## config.mk

```make
export PLATFORM = sky130hd
export DESIGN_NAME = psr_ctrl_unit
export DESIGN_NICKNAME = d
export VERILOG_FILES = /design/src/rtl/psr_pkg.sv /design/src/rtl/psr_chg_unit.sv /design/src/rtl/psr_lane_merge.sv /design/src/rtl/psr_read_view.sv /design/src/rtl/psr_ctrl_unit.sv
export SDC_FILE = /design/constraint.sdc
export NUM_CORES = 1
export LEC_CHECK = 0
export ABC_AREA = 1
export BUFFER_PORTS_ARGS = -buffer_cell sky130_fd_sc_hd__buf_2
export CAP_MARGIN = 0
export CORE_ASPECT_RATIO = 1.25
export CORE_MARGIN = 2
export CORE_UTILIZATION = 42
export DETAILED_ROUTE_END_ITERATION = 10
export PLACE_DENSITY = 0.79
export SYNTH_ARGS = -nofsm -noshare
export SYNTH_HDL_FRONTEND = slang
export SYNTH_SLANG_ARGS = --single-unit
export TNS_END_PERCENT = 100
```

## constraint.sdc

```tcl
create_clock -name clk -period 1.3 [get_ports clk]
set_input_delay 0.26 -clock clk [delete_from_list [all_inputs] [get_ports clk]]
set_output_delay 0.26 -clock clk [all_outputs]
set_load 0.05 [all_outputs]
```

## src/rtl/psr_pkg.sv

```systemverilog
package psr_pkg;

    localparam int WORD_W  = 32;
    localparam int LANE_W  = 8;
    localparam int LANES   = WORD_W / LANE_W;
    localparam int MODE_W  = 5;
    localparam int IMM_W   = 10;

    // bit positions inside the status word
    localparam int POS_F   = 6;
    localparam int POS_I   = 7;
    localparam int POS_A   = 8;
    localparam int POS_E   = 9;

    localparam logic [WORD_W-1:0] FLAG_MASK = 32'hF80F_0000;
    localparam logic [WORD_W-1:0] READ_MASK = 32'hF8FF_03DF;

    localparam logic [MODE_W-1:0] MODE_USER  = 5'b10000;
    localparam logic [MODE_W-1:0] MODE_RESET = 5'b10011;

    typedef enum logic [1:0] {
        OP_WRITE    = 2'b00,
        OP_CHGSTATE = 2'b01,
        OP_ENDIAN   = 2'b10,
        OP_RSVD     = 2'b11
    } psr_op_e;

    // field order follows the immediate bit order (9 down to 0)
    typedef struct packed {
        logic              enable;
        logic              set_mode;
        logic              sel_a;
        logic              sel_i;
        logic              sel_f;
        logic [MODE_W-1:0] mode;
    } chg_cmd_t;

    typedef struct packed {
        logic [WORD_W-1:0] flags;
        logic [WORD_W-1:0] main;
    } psr_state_t;

    function automatic logic mode_is_user(input logic [WORD_W-1:0] word);
        return word[MODE_W-1:0] == MODE_USER;
    endfunction

    function automatic logic [WORD_W-1:0] reset_word(input logic [MODE_W-1:0] m);
        logic [WORD_W-1:0] w;
        w = '0;
        w[MODE_W-1:0] = m;
        w[POS_F] = 1'b1;
        w[POS_I] = 1'b1;
        w[POS_A] = 1'b1;
        return w;
    endfunction

    function automatic psr_state_t split_word(input logic [WORD_W-1:0] word);
        psr_state_t s;
        s.flags = word & FLAG_MASK;
        s.main  = word & ~FLAG_MASK;
        return s;
    endfunction

endpackage

```

## src/rtl/psr_chg_unit.sv

```systemverilog
module psr_chg_unit
    import psr_pkg::*;
(
    input  logic [WORD_W-1:0] cur_word,
    input  logic [IMM_W-1:0]  imm,
    input  logic              nmfi_cfg,
    output logic [WORD_W-1:0] next_word
);

    chg_cmd_t cmd;
    logic     privileged;

    assign cmd        = chg_cmd_t'(imm);
    assign privileged = !mode_is_user(cur_word);

    always_comb begin
        next_word = cur_word;
        if (privileged) begin
            if (cmd.enable) begin
                if (cmd.sel_f) next_word[POS_F] = 1'b0;
                if (cmd.sel_i) next_word[POS_I] = 1'b0;
                if (cmd.sel_a) next_word[POS_A] = 1'b0;
            end else begin
                if (cmd.sel_f && !nmfi_cfg) next_word[POS_F] = 1'b1;
                if (cmd.sel_i) next_word[POS_I] = 1'b1;
                if (cmd.sel_a) next_word[POS_A] = 1'b1;
            end
            if (cmd.set_mode) next_word[MODE_W-1:0] = cmd.mode;
        end
    end

endmodule

```

## src/rtl/psr_lane_merge.sv

```systemverilog
module psr_lane_merge #(
    parameter int LANE_W = 8,
    parameter int LANES  = 4,
    localparam int TOT_W = LANE_W * LANES
) (
    input  logic [TOT_W-1:0] cur_word,
    input  logic [TOT_W-1:0] wr_data,
    input  logic [LANES-1:0] byte_en,
    output logic [TOT_W-1:0] merged
);

    for (genvar k = 0; k < LANES; k++) begin : g_lane
        assign merged[k*LANE_W +: LANE_W] = byte_en[k] ? wr_data[k*LANE_W +: LANE_W]
                                                       : cur_word[k*LANE_W +: LANE_W];
    end

endmodule

```

## src/rtl/psr_read_view.sv

```systemverilog
module psr_read_view
    import psr_pkg::*;
(
    input  psr_state_t        state,
    output logic [WORD_W-1:0] combined,
    output logic [WORD_W-1:0] visible
);

    assign combined = state.flags | state.main;
    assign visible  = combined & READ_MASK;

endmodule

```

## src/rtl/psr_ctrl_unit.sv

```systemverilog
module psr_ctrl_unit
    import psr_pkg::*;
#(
    parameter logic [MODE_W-1:0] RESET_MODE = MODE_RESET
) (
    input  logic              clk,
    input  logic              rst,
    input  logic              op_valid,
    input  logic [1:0]        op_sel,
    input  logic [IMM_W-1:0]  imm,
    input  logic [WORD_W-1:0] wr_data,
    input  logic [LANES-1:0]  byte_en,
    input  logic              nmfi_cfg,
    output logic [WORD_W-1:0] status_word,
    output logic [WORD_W-1:0] rd_data
);

    localparam logic [WORD_W-1:0] RST_WORD = reset_word(RESET_MODE);

    psr_state_t        state_q;
    psr_state_t        state_d;
    logic [WORD_W-1:0] cur_word;
    logic [WORD_W-1:0] chg_word;
    logic [WORD_W-1:0] wr_word;
    logic [WORD_W-1:0] end_word;
    logic [WORD_W-1:0] next_word;
    psr_op_e           op;

    assign op = psr_op_e'(op_sel);

    psr_read_view u_view (
        .state    (state_q),
        .combined (cur_word),
        .visible  (rd_data)
    );

    psr_chg_unit u_chg (
        .cur_word  (cur_word),
        .imm       (imm),
        .nmfi_cfg  (nmfi_cfg),
        .next_word (chg_word)
    );

    psr_lane_merge #(
        .LANE_W (LANE_W),
        .LANES  (LANES)
    ) u_merge (
        .cur_word (cur_word),
        .wr_data  (wr_data),
        .byte_en  (byte_en),
        .merged   (wr_word)
    );

    always_comb begin
        end_word        = cur_word;
        end_word[POS_E] = imm[0];
    end

    always_comb begin
        next_word = cur_word;
        if (op_valid) begin
            unique case (op)
                OP_WRITE:    next_word = wr_word;
                OP_CHGSTATE: next_word = chg_word;
                OP_ENDIAN:   next_word = end_word;
                default:     next_word = cur_word;
            endcase
        end
        state_d = split_word(next_word);
    end

    always_ff @(posedge clk) begin
        if (rst) begin
            state_q <= split_word(RST_WORD);
        end else begin
            state_q <= state_d;
        end
    end

    assign status_word = cur_word;

endmodule

```

# After elaboration in Yosys (flattened, before gate mapping)
# Cells that the tools add are included.
[word_totals] ff_bits=64 latchBits=0 ramBits=0 mem_bits_ro=0 inputBits=52 output_inout_bits=64 word_cells=27 n_memories=0
[op_classes] addsub=0 n_mul=0 n_div=0 magnitude_cmp=0 eq_ne=3 shift=0 muxes=16 n_bitwise=1 n_reduce_logical=3
[ops] operator="32-bit one-hot mux with 3 select lines" n=1
[ops] operator="32-bit 2-to-1 mux" n=1
[ops] operator="8-bit 2-to-1 mux" n=4
[ops] operator="32-bit bitwise OR" n=1
[ops] operator="5-bit 2-to-1 mux" n=2
[ops] operator="1-bit 2-to-1 mux" n=6
[ops] operator="3-bit 2-to-1 mux" n=2
[ops] operator="5-bit equality test (second input constant)" n=1
[ops] operator="2-bit by 1-bit equality test with 1-bit output (second input constant)" n=1
[ops] operator="2-bit equality test (second input constant)" n=1
[ops] operator="2-bit zero test" n=1
[ops] operator="1-bit logical AND" n=1
[ops] operator="1-bit zero test" n=1

# Logic depth before layout (Yosys ltp)
[logic_depth] word_depth=7 depth_mapped=8 ltp_nobuf=8

# Modules after synthesis
# A second synthesis with hierarchy kept.
[hier_totals] hier_cells=561 hier_area_um2=3054.2
[by_module_without_submodules] module="psr_ctrl_unit" n_inst=1 cells_each=255 area_each_um2=1632.8 seq_area_each_um2=640.6
[by_module_without_submodules] module="psr_read_view" n_inst=1 cells_each=129 area_each_um2=604.3 seq_area_each_um2=0.0
[by_module_without_submodules] module="psr_lane_merge" n_inst=1 cells_each=104 area_each_um2=420.4 seq_area_each_um2=0.0
[by_module_without_submodules] module="psr_chg_unit" n_inst=1 cells_each=73 area_each_um2=396.6 seq_area_each_um2=0.0

# Least setup slack after synthesis
# Ideal clock, no wire load.
[synth_path] kind="register to register" from="reg state_q[4] (netlist name)" to="reg state_q[0] (netlist name)" setup_time_ns=0.121 arrival_ns=1.326 required_ns=1.179 path_slack_ns=-0.147 path_stages_with_launch=5 path_buffers=0 synth_period_minus_slack_ns=1.447 path_cell_list="dfxtp_1 > nand3_1 > nand2b_1 > nand3_1 > nand3_1"
[synth_via] elab_chain_len=5
[synth_lines] element="start: declaration" line_no="psr_ctrl_unit.sv:20" rtl="psr_state_t state_q;"
[synth_lines] element="start signal: assignment" line_no="psr_ctrl_unit.sv:74" rtl="state_q <= split_word(RST_WORD);"
[synth_lines] element="start signal: assignment" line_no="psr_ctrl_unit.sv:76" rtl="state_q <= state_d;"
[synth_lines] element="32-bit bitwise OR" line_no="psr_read_view.sv:9" rtl="assign combined = state.flags | state.main;"
[synth_lines] element="5-bit equality test" line_no="psr_pkg.sv:44" rtl="return word[MODE_W-1:0] == MODE_USER;"
[synth_lines] element="5-bit 2-to-1 mux" line_no="psr_chg_unit.sv:18" rtl="if (privileged) begin"
[synth_lines] element="32-bit one-hot mux with 3 select lines" line_no="psr_ctrl_unit.sv:62" rtl="unique case (op)"
[synth_lines] element="32-bit 2-to-1 mux" line_no="psr_ctrl_unit.sv:61" rtl="if (op_valid) begin"
# Every way passes these cells.
# A chain may end at the register's enable or synchronous reset.

# Worst setup path in the final report
[layout_path] from="reg state_q[6] (netlist name)" to="out rd_data[6]"
[layout_via] elab_chain_len=1
[layout_lines] element="32-bit bitwise OR" line_no="psr_read_view.sv:9"
[layout_lines] element="end: declaration" line_no="psr_ctrl_unit.sv:15" rtl="output logic [WORD_W-1:0] rd_data"
# Every way passes these cells.

==> metrics.sh <==
FMAXACHIEVABLE_MHz=823
FINALWORSTPATHREQUIREDPERIOD_PS=1220
STATIC-LEAKAGE-POWER_uW=0.00120
DP.FINAL_HPWL_UM=3540
TRITONCTS_CLOCK_TREE='yes'
BEGINNING_OF_THE_WORST_HOLD_PATH='wr_data[25]'
LARGEST_FAMILY_OF_LOGIC_CELLS_BY_SYNTHESIZED_AREA='simple AND/OR/NAND/NOR gates'
SYNTHESIS.AREA_UM2=1780
HOLD_PATH.CLASS='in -> reg'
CORE.ROWCOUNT=26
DATA_ARRIVAL_TIME_OF_THE_CRITICAL_PATH_PS=960
FILLERINSTANCES=414
SYNTH-COMPOUND-AREA-SHARE_PCT=13.8
ROUTED_WIRE_LENGTH_PER_INSTANCE_UM=11.3
DRV_CAP=0
SYNTH-SEQ-CELLS=32
PATH_DELAY_FAMILY='flip-flops'
FINISH.UTILIZATION_PCT=55.5
CP.DEPTH=1
REG_TOP3='state_q x32'
CP_CELL_SEQUENCE='buf_2'
PORT_BUFFERS=105
H_TREE_LEVEL_COUNT=2
SEQ_AREA_FRAC_SYNTH_PCT=36.0
SETUP-TNS-FINAL_PS=0
LARGEST_REGISTER_FF_COUNT=32
WORSTPATHBUFFERINVERTERCOUNT=1
INITIAL_UTILIZATION_PCT=43.8
TOTALWIRELENGTH_UM=4490
CTS_BUFFER_DEPTH=2
FINAL.SETUP.WORST_SLACK_PS=85.0
GRT_START_MAX_NET_PINS=26
YOSYSTOPAREACELL='sky130_fd_sc_hd__dfxtp_1'
FP.DIEAREA_UM2=4780
CLK_PIN_SLEW_WORST_PATHS_PS=70
VIASPERCELL=4.72
DIE-WIDTH_UM=62.2
CRIT_PATH_END_KIND='output pin'
GRT_SETUP_UNREPAIRED='false'
STATUS='finished clean'
SYN_INST=253
POSTSYNTHAREAPERCELL_UM2=7.04
CRITICAL_PATH_PEAK_FANOUT=5
CTSHOLDBUFFERS=0
TRITONCTS_NUM_SINKS=32
LAYOUT_STAGE_AREA_GROWTH_OVER_THE_SYNTHESIS_RESULT_PCT=26.8
SYNTH-MAIN-FF-CELL='sky130_fd_sc_hd__dfxtp_1'
CRIT_PATH_MAX_INCR_DELAY_PS=390
POST_CTS.RESIZED_INSTANCES=0
POST_SYNTHESIS_MUX_AREA_SHARE_PCT=0
SYNTH-SIMPLE-AREA-SHARE_PCT=30.6
WORSTSETUPSTARTPOINT='state_q[6]'
ANT_NETS=0
DRV_SLEW=0
POSTCTSSETUPBUFFERS=0
LARGEST_REGISTER_BY_FLOP_COUNT='state_q'
SYNTH_XOR_AREA_SHARE_PCT=0
DRT_FIRST_ITER_VIOLATIONS=95
CPMAXSTAGEDELAYCELL='sky130_fd_sc_hd__dfxtp_1'
ANTENNA_CELLS=0
MAX-VDD-IR-DROP_mV=0.642
GRT_PASS1_WL_UM=7790
CORE_AREA_UM2=4070
CLOCK_INSERTION_DELAY_WORST_SKEW_PS=280
GP_CONGESTION=0.960
POST-SYNTH-TOP-COUNT-CELL='sky130_fd_sc_hd__nand2_1'
CTS_BUFFERS=5
NUMBER_OF_FLOPS_MAPPED_TO_ENABLE_CELLS_BY_YOSYS=0
CLOCK_ROOT_BUFFER='sky130_fd_sc_hd__clkbuf_8'
CRIT_REQUIRED_PS=1040
TIMING.FINAL.CRIT_SHARE_PCT=93.5
FINAL-HOLD-VIOLATION-COUNT=0
GRT_USE_TOTAL_PCT=19.7
POWER.DENSITY_nW_PER_UM2=1130
TIMING.SETUP.CRITICAL_PATH_CLASS='reg -> out'
FINALSETUPVIOLATIONS=0
YS.WARNINGS.COUNT=0
R2R-START='state_q[2]'
R2R_CELLS=7
DETAIL_ROUTE.FIRST_PASS.ITERATIONS=4
YS_TYPES=22
TIMING.CLOCK.SKEW_PS=7.56
ASR_FLOP_RATIO_SYNTH_PCT=0
DRC_VIOLS=0
WORST_SETUP_PATH_START_KIND='register'
NETLIST_TOP_CELLS_AREA='sky130_fd_sc_hd__dfxtp_1 36%, sky130_fd_sc_hd__buf_4 15%, sky130_fd_sc_hd__nand2_1 7.8%, sky130_fd_sc_hd__o21ai_1 7.3%, sky130_fd_sc_hd__nor2_1 7.0%'
HOLD_PATH_DEPTH=3
SYNTH_COMMONEST_CELLS='37 x sky130_fd_sc_hd__nand2_1, 36 x sky130_fd_sc_hd__buf_4, 33 x sky130_fd_sc_hd__nor2_1'
DP_SLACK_PS=8.78
DRIVE_GT1_SHARE_PCT=40.5
ANTENNA_FOUND_INITIAL=0
GLOBALROUTEOVERFLOWTOTAL=0
SYNTH_FA_HA_AREA_SHARE_PCT=0
DETAILROUTE.VIA_COUNT=1873
FINAL_NETS=392
FIRST_GLOBAL_VIAS=1774
IO_PINS=116
YOSYSTOPAREACELLSHARE_PCT=36.0
FP.DIEH_UM=76.8
-- path summary, 6_finish.rpt --
path | endpoint | slack, ps
max | rd_data[6] | 80
min | state_q[25] | 200
max reg2reg | state_q[3] | 160
min reg2reg | state_q[5] | 450
-- cell families (layout without fill, tap and decap cells) --
logic type,Yosys count,count (layout)
AO/OA/AOI/OAI,47,47
AND/OR/NAND/NOR,118,118
other,1,10
flip-flops,32,32
buffers and inverters,55,134
-- layout make-up --
cell class / instances / area [µm²] / share of cell area (%)
timing repair buffer: 109 / 556 / 24.6
multi-input combinational: 175 / 830 / 36.8
clock inverter: 2 / 16.3 / 0.721
tap: 56 / 70.1 / 3.10
sequential: 32 / 647 / 28.7
inverter: 17 / 66.3 / 2.94
clock buffer: 6 / 72.6 / 3.22
-- layout by cell type, fill, tap and decap left out, drive strengths merged --
master | Yosys | layout
buf | 36 | 109
nand2 | 40 | 40
nor2 | 38 | 38
o21ai | 36 | 36
dfxtp | 32 | 32
nor3 | 22 | 22
inv | 17 | 17
nand3 | 16 | 16
a21oi | 11 | 11
conb | 1 | 10
clkbuf | 2 | 6
nand2b | 1 | 1
or2 | 1 | 1
clkinv | 0 | 1
clkinvlp | 0 | 1
-- report_power, final --
part           internal [µW]  switching, µW  total [µW]
Clock                    381            383         763
Combinational            180            546         726
Sequential              1030           37.1        1070
Total                   1590            966        2560
-- through the flow --
step	hold WS [ps]	instances	total power, µW	cell area (µm²)
after detailed placement	438	389	1820	2170
after CTS	194	397	2590	2260
final	201	397	2560	2260
after floorplan	329	262	1680	1820
after global placement	431	389	1810	2170
after global routing	197	397	2690	2260
-- metal layers --
metal | vias up | GRT usage (%) | wire (µm)
li1 | 961 | - | -
met1 | 818 | 21.2 | 1800
met2 | 88 | 35.2 | 2230
met3 | 6 | 6.89 | 406
met4 | 0 | 7.56 | 61
met5 | - | 0 | 0
Power figures use the tool's default switching activity.
